### config.mk
export PLATFORM = sky130hd
export DESIGN_NAME = irq_event_router
export DESIGN_NICKNAME = d
export VERILOG_FILES = /design/src/rtl/irq_router_pkg.sv /design/src/rtl/irq_sticky_status.sv /design/src/rtl/irq_wake_path.sv /design/src/rtl/irq_runtime_path.sv /design/src/rtl/irq_chan_route.sv /design/src/rtl/irq_event_router.sv
export SDC_FILE = /design/constraint.sdc
export NUM_CORES = 1
export LEC_CHECK = 0
export ABC_CLOCK_PERIOD_IN_PS = 1150
export BUFFER_PORTS_ARGS = -buffer_cell sky130_fd_sc_hd__buf_4
export CORE_MARGIN = 5
export CORE_UTILIZATION = 40
export CTS_CLUSTER_SIZE = 24
export DETAILED_ROUTE_END_ITERATION = 10
export PLACE_DENSITY = 0.79
export SYNTH_ARGS = -nofsm -noshare
export SYNTH_HDL_FRONTEND = slang
export SYNTH_HIERARCHICAL = 1
export SYNTH_SLANG_ARGS = --single-unit
### constraint.sdc
create_clock -name clk -period 1.15 [get_ports clk]
set_input_delay 0.115 -clock clk [delete_from_list [all_inputs] [get_ports clk]]
set_output_delay 0.115 -clock clk [all_outputs]
set_load 0.02 [all_outputs]
### src/rtl/irq_router_pkg.sv
package irq_router_pkg;
    localparam int MODE_W = 2;
    localparam logic [MODE_W-1:0] MODE_PPM = 2'b01;
    localparam logic [MODE_W-1:0] MODE_RC5 = 2'b10;

    typedef enum logic {
        ST_IDLE = 1'b0,
        ST_PEND = 1'b1
    } sticky_state_t;
endpackage

### src/rtl/irq_sticky_status.sv
module irq_sticky_status
    import irq_router_pkg::*;
(
    input  logic clk,
    input  logic rst_n,
    input  logic set_i,
    input  logic clr_i,
    output logic pend_next_o
);
    sticky_state_t state_q;
    sticky_state_t state_d;

    // state register
    always_ff @(posedge clk or negedge rst_n) begin
        if (!rst_n) begin
            state_q <= ST_IDLE;
        end else begin
            state_q <= state_d;
        end
    end

    // transitions: T_SET, T_CLEAR, otherwise T_HOLD
    always_comb begin
        state_d = state_q;
        unique case (state_q)
            ST_IDLE: begin
                if (set_i) begin
                    state_d = ST_PEND;
                end
            end
            ST_PEND: begin
                if (clr_i && !set_i) begin
                    state_d = ST_IDLE;
                end
            end
            default: state_d = ST_IDLE;
        endcase
    end

    assign pend_next_o = (state_d == ST_PEND);
endmodule

### src/rtl/irq_wake_path.sv
module irq_wake_path
    import irq_router_pkg::*;
(
    input  logic              clk,
    input  logic              rst_n,
    input  logic              powered_i,
    input  logic              enabled_i,
    input  logic [MODE_W-1:0] rx_mode_i,
    input  logic              wake_evt_i,
    input  logic              clr_i,
    input  logic              wake_en_i,
    input  logic              global_en_i,
    output logic              wake_req_o
);
    logic mode_ok;
    logic evt_ok;
    logic pend_next;

    assign mode_ok = (rx_mode_i == MODE_PPM) || (rx_mode_i == MODE_RC5);
    assign evt_ok  = wake_evt_i && powered_i && enabled_i && mode_ok;

    irq_sticky_status i_status (
        .clk         (clk),
        .rst_n       (rst_n),
        .set_i       (evt_ok),
        .clr_i       (clr_i),
        .pend_next_o (pend_next)
    );

    // output register
    always_ff @(posedge clk or negedge rst_n) begin
        if (!rst_n) begin
            wake_req_o <= 1'b0;
        end else begin
            wake_req_o <= pend_next && wake_en_i && global_en_i;
        end
    end
endmodule

### src/rtl/irq_runtime_path.sv
module irq_runtime_path #(
    parameter int NUM_EVENTS = 4
) (
    input  logic                  clk,
    input  logic                  rst_n,
    input  logic [NUM_EVENTS-1:0] evt_status_i,
    input  logic [NUM_EVENTS-1:0] evt_enable_i,
    input  logic                  master_en_i,
    input  logic                  clr_i,
    input  logic                  mgmt_en_i,
    input  logic                  pin_en_i,
    output logic                  mgmt_irq_n_o,
    output logic                  pend_next_o
);
    logic evt_ok;

    assign evt_ok = master_en_i && (|(evt_status_i & evt_enable_i));

    irq_sticky_status i_status (
        .clk         (clk),
        .rst_n       (rst_n),
        .set_i       (evt_ok),
        .clr_i       (clr_i),
        .pend_next_o (pend_next_o)
    );

    // output register, active low
    always_ff @(posedge clk or negedge rst_n) begin
        if (!rst_n) begin
            mgmt_irq_n_o <= 1'b1;
        end else begin
            mgmt_irq_n_o <= !(pend_next_o && mgmt_en_i && pin_en_i);
        end
    end
endmodule

### src/rtl/irq_chan_route.sv
module irq_chan_route #(
    parameter int NUM_CHAN   = 15,
    parameter int CHAN_SEL_W = $clog2(NUM_CHAN + 1)
) (
    input  logic                  clk,
    input  logic                  rst_n,
    input  logic                  pend_i,
    input  logic [CHAN_SEL_W-1:0] chan_sel_i,
    output logic [NUM_CHAN-1:0]   irq_chan_o
);
    logic [NUM_CHAN-1:0] chan_d;

    // channel k+1 drives line k; select value 0 drives nothing
    for (genvar k = 0; k < NUM_CHAN; k++) begin : g_line
        assign chan_d[k] = pend_i && (chan_sel_i == CHAN_SEL_W'(k + 1));
    end

    always_ff @(posedge clk or negedge rst_n) begin
        if (!rst_n) begin
            irq_chan_o <= '0;
        end else begin
            irq_chan_o <= chan_d;
        end
    end
endmodule

### src/rtl/irq_event_router.sv
module irq_event_router
    import irq_router_pkg::*;
#(
    parameter int NUM_EVENTS = 4,
    parameter int NUM_CHAN   = 15,
    localparam int CHAN_SEL_W = $clog2(NUM_CHAN + 1)
) (
    input  logic                  clk,
    input  logic                  rst_n,
    input  logic                  periph_powered,
    input  logic                  periph_enabled,
    input  logic [MODE_W-1:0]     rx_mode,
    input  logic                  wake_evt,
    input  logic [NUM_EVENTS-1:0] evt_status,
    input  logic [NUM_EVENTS-1:0] evt_enable,
    input  logic                  master_irq_en,
    input  logic                  wake_sts_clr,
    input  logic                  wake_en,
    input  logic                  wake_global_en,
    input  logic                  run_sts_clr,
    input  logic                  mgmt_en,
    input  logic                  mgmt_pin_en,
    input  logic [CHAN_SEL_W-1:0] chan_sel,
    output logic                  wake_req,
    output logic                  mgmt_irq_n,
    output logic [NUM_CHAN-1:0]   irq_chan
);
    logic run_pend_next;

    irq_wake_path i_wake (
        .clk         (clk),
        .rst_n       (rst_n),
        .powered_i   (periph_powered),
        .enabled_i   (periph_enabled),
        .rx_mode_i   (rx_mode),
        .wake_evt_i  (wake_evt),
        .clr_i       (wake_sts_clr),
        .wake_en_i   (wake_en),
        .global_en_i (wake_global_en),
        .wake_req_o  (wake_req)
    );

    irq_runtime_path #(
        .NUM_EVENTS (NUM_EVENTS)
    ) i_run (
        .clk          (clk),
        .rst_n        (rst_n),
        .evt_status_i (evt_status),
        .evt_enable_i (evt_enable),
        .master_en_i  (master_irq_en),
        .clr_i        (run_sts_clr),
        .mgmt_en_i    (mgmt_en),
        .pin_en_i     (mgmt_pin_en),
        .mgmt_irq_n_o (mgmt_irq_n),
        .pend_next_o  (run_pend_next)
    );

    irq_chan_route #(
        .NUM_CHAN   (NUM_CHAN),
        .CHAN_SEL_W (CHAN_SEL_W)
    ) i_chan (
        .clk        (clk),
        .rst_n      (rst_n),
        .pend_i     (run_pend_next),
        .chan_sel_i (chan_sel),
        .irq_chan_o (irq_chan)
    );
endmodule

==> flow_summary.json, run 1 <==
{
  "worst-path-buf-inv": 1,
  "ant_nets": 0,
  "drv_slew": 0,
  "h-tree-depth": 1,
  "insertedDiodeCount": 0,
  "outcome": "finished clean",
  "end_kind": "output port",
  "drt_pass1_iterations": 4,
  "cp_top_family": "flip-flops",
  "ys_types": 16,
  "finalWirelength_mm": 1.70,
  "synth_top_area_share_pct": 66.7,
  "cts_tree": "yes",
  "track_usage_pct": 13.8,
  "cts_sinks": 19,
  "synthCells": 56,
  "cap_violations": 0,
  "worst-path-max-fanout": 1,
  "async_reset_ff_share_pct": 100,
  "setup_viol": 0,
  "path_cells": "buf_4",
  "cts_made_buffers": 3,
  "clockBufferDepth": 2,
  "synth.cell_area_um2": 676,
  "start_kind": "flip-flop",
  "dp_hpwl_mm": 1.30,
  "critical-path-max-stage-delay_ps": 530,
  "ys.flop_type": "dfrtp_1",
  "drt_iter0_drc": 12,
  "clock_latency_ps": 280,
  "antenna_found_initial": 0,
  "final_nets": 132,
  "vdd_drop_max_mv": 0.583,
  "crit_arrival_ps": 940,
  "finalSetupTns_ps": 0,
  "dieArea_um2": 2610,
  "wl_per_cell_um": 14.1,
  "finalPower_mw": 1.20,
  "drc": 0,
  "yosys_warnings": 6,
  "worst_pin_slew_ps": 231,
  "ctsRootBufferMaster": "clkbuf_4",
  "synth_area_per_cell_um2": 12.1,
  "rows": 14,
  "leakage_nw": 0.584,
  "ys_ff_latch": 19,
  "yosys.area.top_type": "dfrtp_1",
  "synthTopCellsByArea": "dfrtp_1 67%, nor2_1 5.0%, nor3_1 4.4%, dfstp_2 3.9%, nand2b_1 2.8%",
  "die_x_um": 51.1,
  "min_period_ps": 1050,
  "die_height_um": 51.1,
  "synth_edf_count": 0,
  "drive_above_1_share_pct": 44.8,
  "final_area_um2": 1070,
  "place_area_um2": 1010,
  "io_pins": 43,
  "yosysSeqAreaShare_pct": 70.6,
  "overflow": 0,
  "viasPerCell": 4.82,
  "clkTransAtPathRegs_ps": 100,
  "grt_start_max_net_pins": 20,
  "grt_pass1_vias": 580,
  "yosysMostFrequentCell": "dfrtp_1",
  "relSlewSlack_pct": 84.6,
  "fin_skew_ps": 1.15,
  "rsz0062_at_grt": "false",
  "synth_nets": 82,
  "fp.coreArea_um2": 1560,
  "placement.io_buffers": 42,
  "power.density_nw_per_um2": 1120,
  "area_delta_synth_final_pct": 58.1,
  "path_class": "reg -> out",
  "min_period_over_period_pct": 91.3,
  "fmax_ghz": 0.952,
  "crit_slowest_cell": "dfstp_2",
  "vias": 583,
  "final-hold-violation-count": 0,
  "hold_path.class": "in -> reg",
  "worstPathRequired_ps": 1030,
  "initial_utilization_pct": 43.3,
  "place_congestion": 0.796,
  "yosys-top-cells-count": "18 x dfrtp_1, 9 x nor2_1, 6 x nor3_1",
  "grt_pass1_wl_mm": 2.57
}
[stage by stage]
stage | std cells | utilization [%] | hold WS (ps) | setup slack [ps]
floorplan | 56 | - | -181 | 271
finish | 121 | 68.5 | 20.9 | 99.9
global placement | 114 | 64.8 | -5.65 | 66.0
CTS | 121 | 68.5 | 13.7 | 90.6
global route | 121 | 68.5 | 12.0 | 5.81
detailed placement | 114 | 64.8 | -5.15 | 36.5
[repair_timing]
item                      CTS  global route
setup buffers               0             0
hold endpoints to repair   20             0
hold buffers                3             0
gates resized for setup     0             0
[layer usage]
metal / vias up / wire, µm / global-route usage [%]
met1: 269 / 593 / 14.5
met2: 22 / 898 / 24.0
met3: 6 / 119 / 1.45
met5: - / 0 / 0
li1: 286 / - / -
met4: 0 / 89 / 13.0
[final timing paths]
check,to,cells past startpoint,from,slack [ps]
setup / recovery,mgmt_irq_n,1,i_run/mgmt_irq_n_o,100
min in group asynchronous,i_chan/irq_chan_o[14],2,rst_n,240
hold / removal,i_chan/irq_chan_o[0],2,chan_sel[1],20
hold reg to reg,i_wake/i_status/state_q,1,i_wake/i_status/state_q,490
max in group asynchronous,i_run/mgmt_irq_n_o,2,rst_n,660
setup reg to reg,i_chan/irq_chan_o[7],3,i_run/i_status/state_q,150
[cell families after synthesis]
| kind of cell | Yosys count | share of synthesized area [%] |
|---|---|---|
| simple gates | 28 | 20.9 |
| flops | 19 | 70.6 |
| compound gates | 5 | 5.55 |
| buf+inv | 3 | 1.67 |
| xor+xnor | 1 | 1.30 |
[where the power goes]
group	internal, mW	switching, mW	leakage, nW
Combinational	0.0998	0.0922	0.309
Sequential	0.688	0.00538	0.257
Clock	0.129	0.187	0.0177
[cells in the final DEF (no fill, tap or decap)]
master	n
nor4_1	1
clkinv_2	1
a22oi_1	2
nor3_1	6
nor2_1	9
a21o_1	2
nand3_1	3
and3_1	1
dlygate4sd3_1	3
nand3b_1	2
dfstp_2	1
a21boi_1	1
clkbuf_4	3
nand2b_1	3
buf_4	42
inv_1	3
nand2_1	2
dfrtp_1	18
or3b_1	1
xnor2_1	1
[sequential cells by signal, summed over array words and instances, names as in the netlist]
register and cells:
i_wake/wake_req_o 1, i_chan/irq_chan_o 15, i_wake/i_status/state_q 1, i_run/mgmt_irq_n_o 1
i_run/i_status/state_q 1
[layout make-up]
type | count | area (µm²)
clock buffer | 3 | 22.5
clock inverter | 1 | 5.00
fill | 125 | 490
tap | 16 | 20.0
multi-input combinational | 34 | 188
sequential | 19 | 477
timing repair buffer | 45 | 345
inverter | 3 | 11.3
Power figures use the tool's default switching activity.
==> run 2: changes to the inputs <==
--- a/config.mk
+++ b/config.mk
@@ -9,9 +9,11 @@
 export BUFFER_PORTS_ARGS = -buffer_cell sky130_fd_sc_hd__buf_4
 export CORE_MARGIN = 5
 export CORE_UTILIZATION = 40
+export CTS_CLUSTER_DIAMETER = 120
 export CTS_CLUSTER_SIZE = 24
 export DETAILED_ROUTE_END_ITERATION = 10
 export PLACE_DENSITY = 0.79
+export RECOVER_POWER = 25
 export SYNTH_ARGS = -nofsm -noshare
 export SYNTH_HDL_FRONTEND = slang
 export SYNTH_HIERARCHICAL = 1
==> run 2 against run 1 <==
  * Sequential share of layout area up 0.10 points
  * Power is 0.11% lower
  * Critical endpoint unchanged
  * Sequential power about the same
  * Die area did not move
  * Sequential cell count stayed put
==> flow_summary.json, run 2 (synthesized netlist as in run 1, its figures left out) <==
{
  "cp_top_family": "flip-flops",
  "final_area_um2": 1070,
  "final_cell_mix": "41 x buf_4, 18 x dfrtp_1, 9 x nor2_1, 6 x nor3_1",
  "vias": 583,
  "relSlewSlack_pct": 70.1,
  "setup_viol": 0,
  "antenna_found_initial": 0,
  "fp.coreArea_um2": 1560,
  "r2r_slack_ps": 150,
  "finalPower_mw": 1.20,
  "fill_cells": 126,
  "overflow": 0,
  "timing.hold.ws_ps": 21.0,
  "p_comb_share_pct": 15.9,
  "place_congestion": 0.796,
  "final-hold-violation-count": 0,
  "cts_tree": "yes",
  "path_cells": "buf_4",
  "p_int_mw": 0.916,
  "top_register": "i_chan/irq_chan_o",
  "crit_cells": 1,
  "end_kind": "output port",
  "r2r_cells": 3,
  "finalSetupTns_ps": 0,
  "crit_arrival_ps": 940,
  "seqCellArea_um2": 477,
  "critical-path-max-stage-delay_ps": 530,
  "r2r_end": "i_chan/irq_chan_o[7]",
  "dp_hpwl_mm": 1.30,
  "io_pins": 43,
  "grt_start_max_net_pins": 20,
  "drc": 0,
  "placement.io_buffers": 42,
  "clock_latency_ps": 280,
  "clkTransAtPathRegs_ps": 100,
  "worst-path-buf-inv": 1,
  "min_period_ps": 1050,
  "switching_share_pct": 23.7,
  "outcome": "finished clean",
  "start_kind": "flip-flop",
  "largest_reg_flops": 15,
  "track_usage_pct": 13.8,
  "vdd_drop_max_mv": 0.583,
  "ctsRootBufferMaster": "clkbuf_4",
  "post_cts_resized": 0,
  "die_x_um": 51.1,
  "rr_startpoint": "i_run/i_status/state_q",
  "ant_nets": 0,
  "switchingPower_mw": 0.284,
  "drt_pass1_iterations": 4,
  "h-tree-depth": 1,
  "cts_made_buffers": 3,
  "clockBufferDepth": 2,
  "crit_start": "i_run/mgmt_irq_n_o",
  "drive_above_1_share_pct": 44.8,
  "rsz0062_at_grt": "false",
  "finalWirelength_mm": 1.70,
  "final_nets": 132,
  "endpoint": "mgmt_irq_n",
  "post-cts-setup-buffers": 0,
  "path_class": "reg -> out",
  "fin_skew_ps": 1.19,
  "crit_slowest_cell": "dfstp_2",
  "wl_per_cell_um": 14.0,
  "grt_pass1_vias": 580,
  "grt_pass1_wl_mm": 2.57,
  "final_common_cell": "buf_4",
  "place_area_um2": 1010,
  "fmax_ghz": 0.952,
  "drt_iter0_drc": 12,
  "place_ws_ps": 36.5,
  "hold_path.class": "in -> reg",
  "cap_violations": 0,
  "worst-path-max-fanout": 1,
  "pwr-share-seq_pct": 57.8,
  "min_period_over_period_pct": 91.3,
  "area_delta_synth_final_pct": 57.8,
  "initial_utilization_pct": 43.3,
  "dieArea_um2": 2610,
  "rows": 14,
  "worstPathRequired_ps": 1030,
  "leakage_nw": 0.584,
  "drv_slew": 0,
  "worst_pin_slew_ps": 448,
  "fin_ws_ps": 99.9,
  "multi_input_area_um2": 188,
  "viasPerCell": 4.82,
  "die_height_um": 51.1,
  "power.density_nw_per_um2": 1130,
  "insertedDiodeCount": 0,
  "cts_sinks": 19,
  "clockPowerShare_pct": 26.3
}
==> run 2: what timing repair did <==
action / CTS / global route
setup endpoints to repair: 0 / 0
hold endpoints to repair: 20 / 0
hold buffers: 3 / 0
==> run 2: power by group through the flow <==
stage / sequential (mW) / combinational [mW] / clock, mW
floorplan: 0.724 / 0.0476 / 0
global placement: 0.706 / 0.177 / 0
detailed placement: 0.707 / 0.182 / 0
CTS: 0.694 / 0.190 / 0.327
global route: 0.696 / 0.209 / 0.366
finish: 0.693 / 0.191 / 0.316
==> run 2: worst min-delay path by stage <==
stage                                   endpoint  cells past startpoint  slack [ps]   startpoint
after floorplan             i_chan/irq_chan_o[0]                      0        -180        rst_n
final                       i_chan/irq_chan_o[0]                      2          20  chan_sel[1]
after CTS                   i_chan/irq_chan_o[0]                      2          10  chan_sel[1]
after global routing        i_chan/irq_chan_o[0]                      2          10  chan_sel[1]
after global placement      i_chan/irq_chan_o[5]                      1          -6        rst_n
after detailed placement  i_run/i_status/state_q                      1          -5        rst_n
==> run 2: metal layers <==
| layer | vias to the layer above | GRT usage [%] | wire [µm] |
|---|---|---|---|
| li1 | 286 | - | - |
| met1 | 269 | 14.5 | 593 |
| met2 | 22 | 24.0 | 897 |
| met3 | 6 | 1.45 | 119 |
| met4 | 0 | 13.0 | 89 |
| met5 | - | 0 | 0 |
==> run 2: per-stage QoR <==
stage                     util (%)  cells
after floorplan                  -     56
after global placement        64.8    114
after detailed placement      64.8    114
after CTS                     68.5    121
after global routing          68.4    121
final                         68.4    121
==> run 2: worst register-to-register path, cell delays in order, from the launching register on <==
cell and delay (ps):
dfrtp_1 380, a21o_1 240, nand2b_1 200, nor2_1 80
==> run 2: area by class of cell <==
class,instances,share of cell area [%]
Timing Repair Buffer,45,32.2
Sequential cell,19,44.7
Clock buffer,3,2.11
Inverter,3,1.06
Clock inverter,1,0.469
Tap cell,16,1.88
Multi-Input combinational cell,34,17.6
==> run 3: changes to the inputs <==
--- a/config.mk
+++ b/config.mk
@@ -8,13 +8,12 @@
 export ABC_CLOCK_PERIOD_IN_PS = 1150
 export BUFFER_PORTS_ARGS = -buffer_cell sky130_fd_sc_hd__buf_4
 export CORE_MARGIN = 5
-export CORE_UTILIZATION = 40
+export CORE_UTILIZATION = 42
 export CTS_CLUSTER_DIAMETER = 120
 export CTS_CLUSTER_SIZE = 24
 export DETAILED_ROUTE_END_ITERATION = 10
-export PLACE_DENSITY = 0.79
+export PLACE_DENSITY = 0.8
 export RECOVER_POWER = 25
 export SYNTH_ARGS = -nofsm -noshare
 export SYNTH_HDL_FRONTEND = slang
-export SYNTH_HIERARCHICAL = 1
 export SYNTH_SLANG_ARGS = --single-unit
==> run 3 against run 2 <==
  * Via count grew 16%
  * First-iteration DRC count shrank 33%
  * Power grew 3.2%
  * Clock power is essentially flat
  * Critical path depth is the same
  * Die area grew 6.2%
==> flow_summary.json, run 3 <==
{
  "cts_tree": "yes",
  "top_register": "i_chan.irq_chan_o",
  "post-cts-setup-buffers": 0,
  "synthCells": 70,
  "track_usage_pct": 14.2,
  "ant_nets": 0,
  "yosys.area.top_type": "dfrtp_1",
  "fp.coreArea_um2": 1730,
  "min_period_ps": 1060,
  "power.density_nw_per_um2": 1070,
  "grt_pass1_wl_mm": 2.87,
  "overflow": 0,
  "io_pins": 43,
  "ctsRootBufferMaster": "clkbuf_4",
  "dieArea_um2": 2770,
  "drt_iter0_drc": 8,
  "clkTransAtPathRegs_ps": 100,
  "crit_arrival_ps": 940,
  "ys_types": 20,
  "cap_violations": 0,
  "synth.cell_area_um2": 764,
  "final_common_cell": "buf_4",
  "viasPerCell": 4.78,
  "die_x_um": 52.7,
  "outcome": "finished clean",
  "worst_pin_slew_ps": 454,
  "clockBufferDepth": 2,
  "yosysSeqAreaShare_pct": 62.4,
  "p_int_mw": 0.939,
  "grt_start_max_net_pins": 20,
  "grt_pass1_vias": 684,
  "die_height_um": 52.7,
  "leakage_nw": 0.586,
  "initial_utilization_pct": 44.3,
  "start_kind": "flip-flop",
  "yosysMostFrequentCell": "dfrtp_1",
  "final_area_um2": 1160,
  "place_congestion": 0.750,
  "drc": 0,
  "largest_reg_flops": 15,
  "dpl.cell_count": 137,
  "clockPowerShare_pct": 25.4,
  "setup_viol": 0,
  "yosys-top-cells-count": "18 x dfrtp_1, 14 x a21oi_1, 11 x nand2_1",
  "fin_ws_ps": 94.3,
  "final_nets": 144,
  "pwr-share-seq_pct": 56.0,
  "post_cts_resized": 0,
  "utilization_pct": 67.2,
  "drive_above_1_share_pct": 43.6,
  "vdd_drop_max_mv": 0.686,
  "p_comb_share_pct": 18.6,
  "end_kind": "output port",
  "synth_top_area_share_pct": 58.9,
  "r2r_cells": 2,
  "drv_slew": 0,
  "place_ws_ps": 140,
  "crit_cells": 1,
  "worstPathRequired_ps": 1030,
  "drt_pass1_iterations": 4,
  "worst-path-max-fanout": 1,
  "finalPower_mw": 1.24,
  "async_reset_ff_share_pct": 100,
  "finalSetupTns_ps": 0,
  "synth_edf_count": 0,
  "clock_latency_ps": 280,
  "dp_hpwl_mm": 1.45,
  "cts_made_buffers": 3,
  "ys.flop_type": "dfrtp_1",
  "fill_cells": 148,
  "crit_slowest_cell": "dfstp_2",
  "synth_area_per_cell_um2": 10.9,
  "synth_nets": 96,
  "insertedDiodeCount": 0,
  "synthTopCellsByArea": "dfrtp_1 59%, a21oi_1 9.2%, nand2_1 5.4%, nand3_1 3.9%, dfstp_2 3.4%",
  "rows": 15,
  "place_area_um2": 1130,
  "stdcell_count": 142,
  "finalWirelength_mm": 1.79,
  "yosys_warnings": 0,
  "hold_path.class": "in -> reg",
  "critical-path-max-stage-delay_ps": 530,
  "switchingPower_mw": 0.299,
  "path_cells": "buf_4",
  "antenna_found_initial": 0,
  "final_cell_mix": "43 x buf_4, 18 x dfrtp_1, 14 x a21oi_1, 11 x nand2_1, 6 x nand3_1",
  "timing.hold.ws_ps": 33.5,
  "fmax_ghz": 0.947,
  "final-hold-violation-count": 0,
  "fin_skew_ps": 2.98,
  "h-tree-depth": 1,
  "placement.io_buffers": 42,
  "switching_share_pct": 24.2,
  "worst-path-buf-inv": 1,
  "cp_top_family": "flip-flops",
  "min_period_over_period_pct": 91.8,
  "rsz0062_at_grt": "false",
  "relSlewSlack_pct": 69.7,
  "area_delta_synth_final_pct": 51.7,
  "ys_ff_latch": 19,
  "wl_per_cell_um": 12.6,
  "path_class": "reg -> out",
  "cts_sinks": 19,
  "hold_path_depth": 2,
  "vias": 679
}
## run 3: cell count changes in the layout (fill, tap and decap cells not counted), moves of 2 or more
| cell | change |
|---|---|
| dlygate4sd3_1 | -2 |
| nor3_1 | -6 |
| a21oi_1 | +14 |
| nor2_1 | -7 |
| nand2b_1 | -2 |
| nor2b_1 | +4 |
| a22oi_1 | -2 |
| inv_1 | -2 |
| nand2_1 | +9 |
| nand3_1 | +3 |
| a22o_1 | +2 |
| nand3b_1 | -2 |
| buf_4 | +2 |
## run 3: final timing paths
check                                   startpoint                 endpoint  slack, ps
max reg2reg                 i_run.i_status.state_q    i_chan.irq_chan_o[11]        170
max                             i_run.mgmt_irq_n_o               mgmt_irq_n         90
min                                   wake_sts_clr  i_wake.i_status.state_q         30
min in group asynchronous                    rst_n     i_chan.irq_chan_o[5]        310
min reg2reg                i_wake.i_status.state_q  i_wake.i_status.state_q        540
max in group asynchronous                    rst_n       i_run.mgmt_irq_n_o        500
## run 3: kinds of logic after synthesis
kind of cell	count (synthesis)	share of synthesized area, %
XOR/XNOR	1	1.15
AND/OR/NAND/NOR	26	16.0
buffers and inverters	4	3.11
AO/OA/AOI/OAI	20	17.4
flip-flops	19	62.4
## run 3: cell type report
cell class	count	area, µm²	share of cell area [%]
Clock buffer	4	26.3	2.27
Inverter	1	3.75	0.324
Multi-Input combinational cell	47	264	22.8
Sequential cell	19	477	41.1
Tap cell	25	31.3	2.70
Timing Repair Buffer	46	358	30.9
## run 3: repair_timing
item,4_1_cts,5_1_grt
hold endpoints to repair,19,0
hold buffers,1,0
setup endpoints to repair,0,0
## run 3: routing by layer
| metal | share of wire, % | track usage [%] | vias to the layer above |
|---|---|---|---|
| li1 | - | - | 339 |
| met4 | 1.9 | 7.66 | 0 |
| met1 | 38 | 17.2 | 297 |
| met5 | 0 | 0 | - |
| met2 | 49 | 24.0 | 39 |
| met3 | 10 | 1.99 | 4 |
## run 3: power groups by stage
stage               clock (mW)  sequential (mW)  combinational (mW)
finish                   0.315            0.693               0.231
CTS                      0.329            0.693               0.234
global route             0.350            0.695               0.255
global placement             0            0.706               0.225
detailed placement           0            0.706               0.231
floorplan                    0            0.724              0.0774
